File: src/rtl/ccu_pkg.sv
package ccu_pkg;
  localparam int CMD_START_BIT = 31;
  localparam int CMD_UPD_BIT   = 21;
  localparam int CMD_WAIT_BIT  = 13;

  // Card clock period in source cycles for a divider setting.
  function automatic int unsigned card_period(input int unsigned div);
    return (div == 0) ? 1 : 2 * div;
  endfunction

  typedef struct packed {
    logic lp;
    logic en;
    logic [15:0] div;
  } clk_cfg_t;
endpackage

File: src/rtl/ccu_regs.sv
module ccu_regs
  import ccu_pkg::*;
#(
  parameter int DIV_W = 16
) (
  input  logic             clk,
  input  logic             rst_n,
  input  logic             wr_en,
  input  logic             wr_sel,
  input  logic [31:0]      wr_data,
  input  logic             rd_sel,
  output logic [31:0]      rd_data,
  input  logic             data_busy,
  input  logic             div_low,
  output logic [DIV_W-1:0] stg_div,
  output logic             stg_en,
  output logic             stg_lp,
  output logic [DIV_W-1:0] act_div,
  output logic             act_en,
  output logic             act_lp,
  output logic             start_q,
  output logic             upd_q,
  output logic             wait_q,
  output logic             apply_evt
);
  localparam int EN_POS = DIV_W;
  localparam int LP_POS = DIV_W + 1;

  logic wr_cfg, wr_cmd;
  assign wr_cfg = wr_en && !wr_sel;
  // command word is locked while an update is pending
  assign wr_cmd = wr_en && wr_sel && !start_q;

  assign apply_evt = start_q && !(wait_q && data_busy) && div_low;

  always_ff @(posedge clk or negedge rst_n) begin
    if (!rst_n) begin
      stg_div <= '0;
      stg_en  <= 1'b0;
      stg_lp  <= 1'b0;
    end else if (wr_cfg) begin
      stg_div <= wr_data[DIV_W-1:0];
      stg_en  <= wr_data[EN_POS];
      stg_lp  <= wr_data[LP_POS];
    end
  end

  always_ff @(posedge clk or negedge rst_n) begin
    if (!rst_n) begin
      start_q <= 1'b0;
      upd_q   <= 1'b0;
      wait_q  <= 1'b0;
    end else if (wr_cmd) begin
      start_q <= wr_data[CMD_START_BIT] && wr_data[CMD_UPD_BIT];
      upd_q   <= wr_data[CMD_UPD_BIT];
      wait_q  <= wr_data[CMD_WAIT_BIT];
    end else if (apply_evt) begin
      start_q <= 1'b0;
    end
  end

  always_ff @(posedge clk or negedge rst_n) begin
    if (!rst_n) begin
      act_div <= '0;
      act_en  <= 1'b0;
      act_lp  <= 1'b0;
    end else if (apply_evt) begin
      act_div <= stg_div;
      act_en  <= stg_en;
      act_lp  <= stg_lp;
    end
  end

  logic [31:0] cfg_word, cmd_word;
  always_comb begin
    cfg_word = '0;
    cfg_word[DIV_W-1:0] = stg_div;
    cfg_word[EN_POS]    = stg_en;
    cfg_word[LP_POS]    = stg_lp;
    cmd_word = '0;
    cmd_word[CMD_START_BIT] = start_q;
    cmd_word[CMD_UPD_BIT]   = upd_q;
    cmd_word[CMD_WAIT_BIT]  = wait_q;
  end

  assign rd_data = rd_sel ? cmd_word : cfg_word;
endmodule

File: src/rtl/ccu_divider.sv
module ccu_divider #(
  parameter int DIV_W = 16
) (
  input  logic             clk,
  input  logic             rst_n,
  input  logic             run,
  input  logic             reload,
  input  logic [DIV_W-1:0] div,
  output logic             div_q
);
  logic [DIV_W-1:0] cnt;
  logic             last;

  assign last = (cnt == div - 1'b1);

  always_ff @(posedge clk or negedge rst_n) begin
    if (!rst_n) begin
      cnt   <= '0;
      div_q <= 1'b0;
    end else if (!run || reload || div == '0) begin
      // held low; a reload restarts a full low phase
      cnt   <= '0;
      div_q <= 1'b0;
    end else if (last) begin
      cnt   <= '0;
      div_q <= !div_q;
    end else begin
      cnt   <= cnt + 1'b1;
    end
  end
endmodule

File: src/rtl/ccu_bypass_gate.sv
module ccu_bypass_gate (
  input  logic clk,
  input  logic rst_n,
  input  logic pass_en,
  output logic gate_q
);
  // gate changes only while the source clock is low
  always_ff @(negedge clk or negedge rst_n) begin
    if (!rst_n) gate_q <= 1'b0;
    else        gate_q <= pass_en;
  end
endmodule

File: src/rtl/card_clk_update.sv
module card_clk_update
  import ccu_pkg::*;
#(
  parameter int DIV_W = 16
) (
  input  logic        clk,
  input  logic        rst_n,
  input  logic        wr_en,
  input  logic        wr_sel,
  input  logic [31:0] wr_data,
  input  logic        rd_sel,
  output logic [31:0] rd_data,
  input  logic        data_busy,
  output logic        card_clk
);
  logic [DIV_W-1:0] stg_div, act_div;
  logic stg_en, stg_lp, act_en, act_lp;
  logic start_q, upd_q, wait_q, apply_evt;
  logic div_q, gate_q, run, bypass;

  ccu_regs #(.DIV_W(DIV_W)) u_regs (
    .clk(clk), .rst_n(rst_n), .wr_en(wr_en), .wr_sel(wr_sel),
    .wr_data(wr_data), .rd_sel(rd_sel), .rd_data(rd_data),
    .data_busy(data_busy), .div_low(!div_q),
    .stg_div(stg_div), .stg_en(stg_en), .stg_lp(stg_lp),
    .act_div(act_div), .act_en(act_en), .act_lp(act_lp),
    .start_q(start_q), .upd_q(upd_q), .wait_q(wait_q),
    .apply_evt(apply_evt)
  );

  // low-power gating stops the clock when no transfer is busy
  assign run    = act_en && !(act_lp && !data_busy);
  assign bypass = (act_div == '0);

  ccu_divider #(.DIV_W(DIV_W)) u_div (
    .clk(clk), .rst_n(rst_n), .run(run), .reload(apply_evt),
    .div(act_div), .div_q(div_q)
  );

  ccu_bypass_gate u_gate (
    .clk(clk), .rst_n(rst_n), .pass_en(run && bypass), .gate_q(gate_q)
  );

  assign card_clk = gate_q ? clk : div_q;
endmodule

File: config.mk
export PLATFORM = sky130hd
export DESIGN_NAME = card_clk_update
export DESIGN_NICKNAME = d
export VERILOG_FILES = /design/src/rtl/ccu_pkg.sv /design/src/rtl/ccu_regs.sv /design/src/rtl/ccu_divider.sv /design/src/rtl/ccu_bypass_gate.sv /design/src/rtl/card_clk_update.sv
export SDC_FILE = /design/constraint.sdc
export NUM_CORES = 1
export LEC_CHECK = 0
export BUFFER_PORTS_ARGS = -buffer_cell sky130_fd_sc_hd__clkbuf_2
export CORE_ASPECT_RATIO = 0.8
export CORE_MARGIN = 2
export CORE_UTILIZATION = 51
export CTS_BUF_LIST = sky130_fd_sc_hd__clkbuf_8
export DETAILED_ROUTE_END_ITERATION = 8
export PLACE_DENSITY = 0.79
export SLEW_MARGIN = 20
export SYNTH_ARGS = -nofsm -noshare
export SYNTH_HDL_FRONTEND = slang
export SYNTH_SLANG_ARGS = --single-unit
File: constraint.sdc
create_clock -name clk -period 2.4 [get_ports clk]
set_input_delay 0.36 -clock clk [delete_from_list [all_inputs] [get_ports clk]]
set_output_delay 0.36 -clock clk [all_outputs]
set_load 0.01 [all_outputs]
==> Word-level counts from Yosys, hierarchy flattened <==
Cells that the tools add are included.
{ "totals": {"reg_bits": 57, "input_bits": 38, "elab_cells": 45, "output_inout_bits": 33} }
{ "op_classes": {"eq_ne": 1, "n_mux": 8, "n_reduce_logical": 22, "add_sub_neg": 2} }
{ "ops": {"columns": ["operator", "count"], "rows": [
  ["2-to-1 mux 16 bit", 2],
  ["2-to-1 mux 32 bit", 1],
  ["adder 16 x 1 -> 16 bit, second input constant", 1],
  ["equality test 16 bit", 1],
  ["zero test 16 bit", 1],
  ["subtractor 16 x 1 -> 16 bit, second input constant", 1],
  ["logical AND 1 bit", 10],
  ["zero test 1 bit", 7],
  ["2-to-1 mux 1 bit", 5],
  ["nonzero test 2 bit", 2],
  ["logical OR 1 bit", 2]
]} }

==> Logic depth before layout (Yosys ltp) <==
Gate-level depths: netlist of the first run.
{ "logic_depth": {"depth_word": 8, "mapped_depth": 9, "mapped_depth_nobuf": 8} }

==> Modules after synthesis <==
Synthesis of the first run repeated with hierarchy kept, for this count alone.
{ "hier_totals": {"cells_unflattened": 294, "area_unflattened_um2": 3369.5} }
{ "modules_own_cells": {"columns": ["module", "instances", "seq_area_each_um2", "cells_per_inst", "area_per_inst_um2"], "rows": [
  ["ccu_regs", 1, 975.9, 123, 1762.9],
  ["ccu_divider", 1, 425.4, 159, 1517.7],
  ["card_clk_update", 1, 0.0, 11, 63.8],
  ["ccu_bypass_gate", 1, 25.0, 1, 25.0]
]} }

==> flow_summary.yaml, run 1 <==
timing:
  worst_slack_ns: -0.2719
  fmax_ghz: 0.3759
  skew_ns: 0.007147
  rsz0062_at_grt: "yes"
  post-route-min-period_ns: 2.672
  finalSetupViolCount: 21
  tightest_slew_ns: 0.6985
  maxSlewHeadroom_pct: 53.43
  final-hold-violation-count: 0
  finalCritPeriodShare_pct: 111.3
  finalSetupTns_ns: -2.356
  drv_slew: 0
clock_tree:
  path_clk_slew_ns: 0.07
  cts_hold_buffers: 0
  insertion_delay_ns: 0.45
  cts_tree: "yes"
layout:
  synthToLayoutAreaGrowth_pct: 33.13
  fin_cells: 469
  final_nets: 423
  n_antenna_cell: 0
  layout_common_cells: "55 x dfrtp_1, 45 x clkbuf_2, 37 x buf_4"
  final_common_cell: "dfrtp_1"
  drive_above_1_share_pct: 44.85
synthesis:
  synth_largest_area_cell: "dfrtp_1"
  synth_top_area_share_pct: 44.50
  synth_seq_cells: 57
  yosys-top-cells-area: "dfrtp_1 44%, mux2_2 13%, xnor2_1 5.6%"
  synth-edff-count: 0
  synth_warnings: 0
  synth-main-ff-cell: "dfrtp_1"
  ys_seq_area_share_pct: 45.29
  syn_area_um2: 3149
  postSynth.asyncResetShare_pct: 100.0
  ys_types: 48
  syn_avg_cell_area_um2: 10.60
  syn_inst: 297
floorplanning:
  io-pin-count: 71
  dieArea_um2: 6823
  die_w_um: 91.86
  coreArea_um2: 5943
  num_rows: 25
  start_util_pct: 52.99
  fp.dieH_um: 74.29
worst_setup_path:
  startpoint_type: "flip-flop"
  worstSetupEndpointType: "primary output"
  worstPathRequired_ns: 2.04
  cp.arrival_ns: 2.31
  worst-path-max-fanout: 2
  crit_type: "reg2out"
  path_buf_inv: 1
  cp_top_family: "flip-flops"
  crit_chain: "nand2_1 -> o21ai_1 -> buf_2"
  slowest_stage: "dfrtn_1"
  slowest_delay_ns: 0.40
place:
  gp_congestion: 0.8438
  place.detailed.hpwl_um: 4763
  port-buffer-count: 46
  post-place-cells: 438
power:
  p_per_area_nw_per_um2: 1024
  irDropWorstVdd_uv: 765.6
  p_int_mw: 2.790
  p_switching_mw: 1.504
  swShare_pct: 35.02
  leakage_nw: 1.796
  comb_power_share_pct: 40.9
  seq_power_share_pct: 33.3
  p_clk_share_pct: 25.8
drt:
  ant_nets: 0
  wl_per_cell_um: 15.59
  route.detailed.drc: 0
  vias_per_cell: 5.431
  dr.pass1.iters: 6
  wl_um: 7311
  drt_iter0_drc: 150
  route.vias.total: 2547
grt:
  antenna_found_initial: 0
  grt_max_degree: 57
  grt_pass1_vias: 2645
  grt_pass1_wl_um: 12300
  grt-ovfl-total: 0
  grtUsageTotal_pct: 24.07
worst_hold_path:
  hp-class: "in2async"
run_status:
  violations: "negative setup slack"
  status: "finished with violations"
run:
  drv_cap: 0
==> path summary, 6_finish.rpt <==
path	end	start	cells after the start	slack, ns
hold / removal	u_regs.stg_en	rst_n	2	0.08
setup reg to reg	u_div.div_q	u_regs.act_div[10]	6	-0.26
hold reg to reg	u_regs.upd_q	u_regs.upd_q	1	0.52
max in group asynchronous	u_gate.gate_q	rst_n	1	1.50
min in group clk	u_regs.stg_div[0]	wr_data[0]	2	0.14
setup / recovery	card_clk	u_gate.gate_q	3	-0.27
==> registers in the layout, indices dropped and copies added (netlist names) <==
| signal | count |
|---|---|
| u_gate.gate_q | 1 |
| u_div.cnt | 16 |
| u_div.div_q | 1 |
| u_regs.stg_lp | 1 |
| u_regs.act_div | 16 |
| u_regs.stg_en | 1 |
| u_regs.start_q | 1 |
| u_regs.wait_q | 1 |
| u_regs.upd_q | 1 |
| u_regs.act_en | 1 |
| u_regs.stg_div | 16 |
| u_regs.act_lp | 1 |
==> stage by stage <==
step | hold slack [ns] | total power [mW] | util [%] | setup slack (ns) | cell area (um^2)
floorplan | 0.06441 | 2.354 | - | -0.2581 | 3207
global placement | 0.4833 | 2.845 | 60.95 | -0.1157 | 3622
detailed placement | 0.5017 | 2.919 | 60.95 | -0.1840 | 3622
CTS | 0.09283 | 4.191 | 68.65 | -0.3052 | 4080
global route | 0.1236 | 4.567 | 70.55 | -0.3277 | 4193
finish | 0.07659 | 4.294 | 70.55 | -0.2719 | 4193
==> cells by family (layout without fill, tap and decap cells) <==
family / Yosys count / after routing / share of synthesized area [%]
AND/OR/NAND/NOR: 110 / 110 / 20.22
flip-flops: 57 / 57 / 45.29
multiplexers: 39 / 39 / 13.91
buffers and inverters: 33 / 113 / 5.522
XOR/XNOR: 30 / 30 / 8.343
AO/OA/AOI/OAI: 25 / 25 / 5.801
adder cells (fa/ha/maj): 2 / 2 / 0.7945
other: 1 / 12 / 0.1191
==> layout make-up <==
| cell class | count | area [um^2] |
|---|---|---|
| Tap cell | 81 | 101.3 |
| Sequential cell | 57 | 1428 |
| Clock inverter | 7 | 95.09 |
| Inverter | 8 | 30.03 |
| Fill cell | 443 | 1750 |
| Multi-Input combinational cell | 218 | 1809 |
| Clock buffer | 13 | 170.2 |
| Timing Repair Buffer | 85 | 559.3 |
==> metal layers <==
layer | vias to the layer above | GRT usage (%) | routed length (um)
met5 | - | 0 | 0
li1 | 1198 | - | -
met3 | 22 | 9.524 | 417
met2 | 99 | 38.56 | 3629
met4 | 0 | 13.60 | 167
met1 | 1228 | 28.25 | 3096
==> power groups by stage <==
stage	registers, mW	clock network (mW)	logic (mW)
floorplan	1.40	0.000379	0.959
global placement	1.40	0.000386	1.44
detailed placement	1.42	0.000386	1.50
CTS	1.41	1.13	1.65
global route	1.46	1.19	1.92
finish	1.43	1.11	1.76
==> worst register-to-register path, delay by kind of cell (launching register included) <==
family | cells | cell delay, ns
simple gates | 3 | 1.08
compound gates | 2 | 0.71
flops | 1 | 0.42
mux | 1 | 0.33
==> cells in the mapped netlist, types with 2 or more instances <==
cell type  number
a211oi_1        3
a21oi_1         2
a22oi_1         3
and2_1          2
and3_1          3
buf_1           2
buf_4          13
clkbuf_1        9
dfrtp_1        56
ha_1            2
inv_1           8
mux2_1          2
mux2_2         36
nand2_1         8
nand2b_1        2
nand3_1        13
nand3b_1        2
nand4_1         5
nand4bb_1       2
nor2_1         13
nor2b_1        25
nor3_1         20
nor3b_1         2
nor4_1          4
o21ai_0         8
or3_1           2
xnor2_1        20
xor2_1         10
==> repair_timing <==
item	in CTS	in global routing
gates resized for setup	27	17
pin swaps	18	1
setup endpoints to repair	21	21
cloned	1	0
setup buffers	8	3
Note: power is estimated with default switching activity, not from simulation.
==> run 2: changes to the inputs <==
--- a/config.mk
+++ b/config.mk
@@ -8,11 +8,11 @@
 export BUFFER_PORTS_ARGS = -buffer_cell sky130_fd_sc_hd__clkbuf_2
 export CORE_ASPECT_RATIO = 0.8
 export CORE_MARGIN = 2
-export CORE_UTILIZATION = 51
+export CORE_UTILIZATION = 45
 export CTS_BUF_LIST = sky130_fd_sc_hd__clkbuf_8
 export DETAILED_ROUTE_END_ITERATION = 8
-export PLACE_DENSITY = 0.79
-export SLEW_MARGIN = 20
+export PLACE_DENSITY = 0.7
 export SYNTH_ARGS = -nofsm -noshare
 export SYNTH_HDL_FRONTEND = slang
+export SYNTH_HIERARCHICAL = 1
 export SYNTH_SLANG_ARGS = --single-unit
==> flow_summary.yaml, run 2 <==
drt:
  top_layer: "met4"
  drt_iter0_drc: 129
  wl_per_cell_um: 15.91
  met1_length_um: 3536
  wl_um: 7555
  dr.pass1.iters: 4
  vias_per_cell: 5.314
  ant_nets: 0
  wl_met3_um: 387
  wl_met2_um: 3478
  route.detailed.drc: 0
  route.vias.total: 2524
synthesis:
  synth-main-ff-cell: "dfrtp_1"
  ys_types: 55
  synth_largest_area_cell: "dfrtp_1"
  syn_area_um2: 3369
  syn_inst: 294
  synth_seq_cells: 57
  ys_seq_area_share_pct: 42.33
  syn_avg_cell_area_um2: 11.46
  yosys-top-cells-area: "dfrtp_1 42%, mux2_2 10%, xor2_1 4.7%"
  yosys-top-cells-count: "56 x dfrtp_1, 30 x mux2_2, 18 x nor2b_1, 18 x xor2_1, 17 x nand2_1"
  postSynth.asyncResetShare_pct: 100.0
  yosysMostFrequentCell: "dfrtp_1"
  synth-edff-count: 0
  synth_warnings: 6
  synth_top_area_share_pct: 41.59
timing:
  drv_slew: 0
  skew_ns: 0.009378
  finalSetupViolCount: 21
  worst_slack_ns: -0.2935
  maxSlewHeadroom_pct: 52.43
  tightest_slew_ns: 0.7135
  fin_hold_ws_ns: 0.1320
  rsz0062_at_grt: "yes"
  final-hold-violation-count: 0
floorplanning:
  coreArea_um2: 7322
  io-pin-count: 71
  num_rows: 28
  fp.dieH_um: 81.40
  dieArea_um2: 8200
  start_util_pct: 46.02
  die_w_um: 100.7
worst_setup_path:
  r2r-end: "u_div/cnt[12]"
  crit-reg2reg-launch: "u_regs/act_div[4]"
  ff2ff_path_depth: 8
  crit_chain: "nand2_1 -> o21ai_1 -> buf_2"
  cp.arrival_ns: 2.33
  worstSetupEndpointType: "primary output"
  path_buf_inv: 1
  startpoint: "u_gate/gate_q"
  cp_top_family: "flip-flops"
  startpoint_type: "flip-flop"
  reg2reg_slack_ns: -0.25
  worst-path-max-fanout: 2
  slowest_stage: "dfrtn_1"
  crit_type: "reg2out"
  slowest_delay_ns: 0.41
  worstPathRequired_ns: 2.04
run:
  drv_cap: 0
clock_tree:
  cts_tree: "yes"
  path_clk_slew_ns: 0.06
  cts_hold_buffers: 0
  insertion_delay_ns: 0.46
layout:
  final_cell_area_um2: 4289
  final_nets: 421
  drive_above_1_share_pct: 48.31
  final_common_cell: "dfrtp_1"
  reg_top3: "u_div/cnt x16, u_regs/act_div x16, u_regs/stg_div x16"
  synthToLayoutAreaGrowth_pct: 27.29
  fin_cells: 475
  n_antenna_cell: 0
  layout_common_cells: "56 x dfrtp_1, 45 x clkbuf_2, 36 x buf_4"
place:
  port-buffer-count: 46
  place.detailed.hpwl_um: 5245
  dpl_cell_area_um2: 3842
  post-place-cells: 450
  gp_congestion: 0.8473
grt:
  grt_pass1_wl_um: 12330
  grt-ovfl-total: 0
  grtUsageTotal_pct: 20.06
  grt_max_degree: 57
  grt_pass1_vias: 2519
  antenna_found_initial: 0
power:
  total_power_mw: 4.497
  p_per_area_nw_per_um2: 1048
  irDropWorstVdd_uv: 504.7
  leakage_nw: 1.857
worst_hold_path:
  hp-class: "in2async"
run_status:
  violations: "negative setup slack"
  status: "finished with violations"
[run 2: report_power, final]
part / switching, mW / leakage [nW] / internal, mW
logic: 0.995 / 1.02 / 1.06
registers: 0.177 / 0.711 / 1.20
clock network: 0.425 / 0.124 / 0.635
total: 1.60 / 1.86 / 2.90
[run 2: per-stage QoR]
| step | setup TNS, ns | util (%) | setup slack, ns |
|---|---|---|---|
| 3_3_place_gp | -3.816 | 52.48 | -0.3042 |
| 5_1_grt | -6.032 | 58.58 | -0.3839 |
| 2_1_floorplan | -4.229 | - | -0.3175 |
| 6_report | -3.684 | 58.58 | -0.2935 |
| 4_1_cts | -3.800 | 57.88 | -0.3310 |
| 3_5_place_dp | -4.486 | 52.48 | -0.4077 |
[run 2: what timing repair did]
action | 4_1_cts | 5_1_grt
hold endpoints to repair | 0 | 0
buffers inserted | 4 | 3
pin swaps | 8 | 5
cloned | 1 | 0
setup endpoints to repair | 21 | 21
resized for setup | 19 | 13
[run 2: cell families after synthesis]
family | share of synthesized area (%)
mux | 15.08
other cells | 0.1113
buf+inv | 6.684
compound gates | 5.273
xor+xnor | 8.763
flops | 42.33
simple gates | 21.02
fa+ha+maj | 0.7425
[run 2: worst max-delay path by stage]
stage	end	slack, ns	depth (start not counted)
after floorplan	u_div/cnt[10]	-0.32	8
after global placement	u_div/div_q	-0.30	6
after detailed placement	u_div/div_q	-0.41	6
after CTS	card_clk	-0.33	3
after global routing	u_div/cnt[12]	-0.38	8
final	card_clk	-0.29	3
[run 2: cell type report]
class / instances / area, um^2
inverter: 7 / 26.28
tap: 90 / 112.6
timing repair buffer: 87 / 585.6
sequential: 57 / 1426
clock inverter: 4 / 52.55
fill: 605 / 3033
multi-input combinational: 215 / 1888
clock buffer: 15 / 197.7
[run 2: per-layer routing]
metal	vias up	GRT usage (%)
met5	-	0
met4	0	10.14
met3	17	6.368
met2	84	30.27
met1	1229	26.03
li1	1194	-
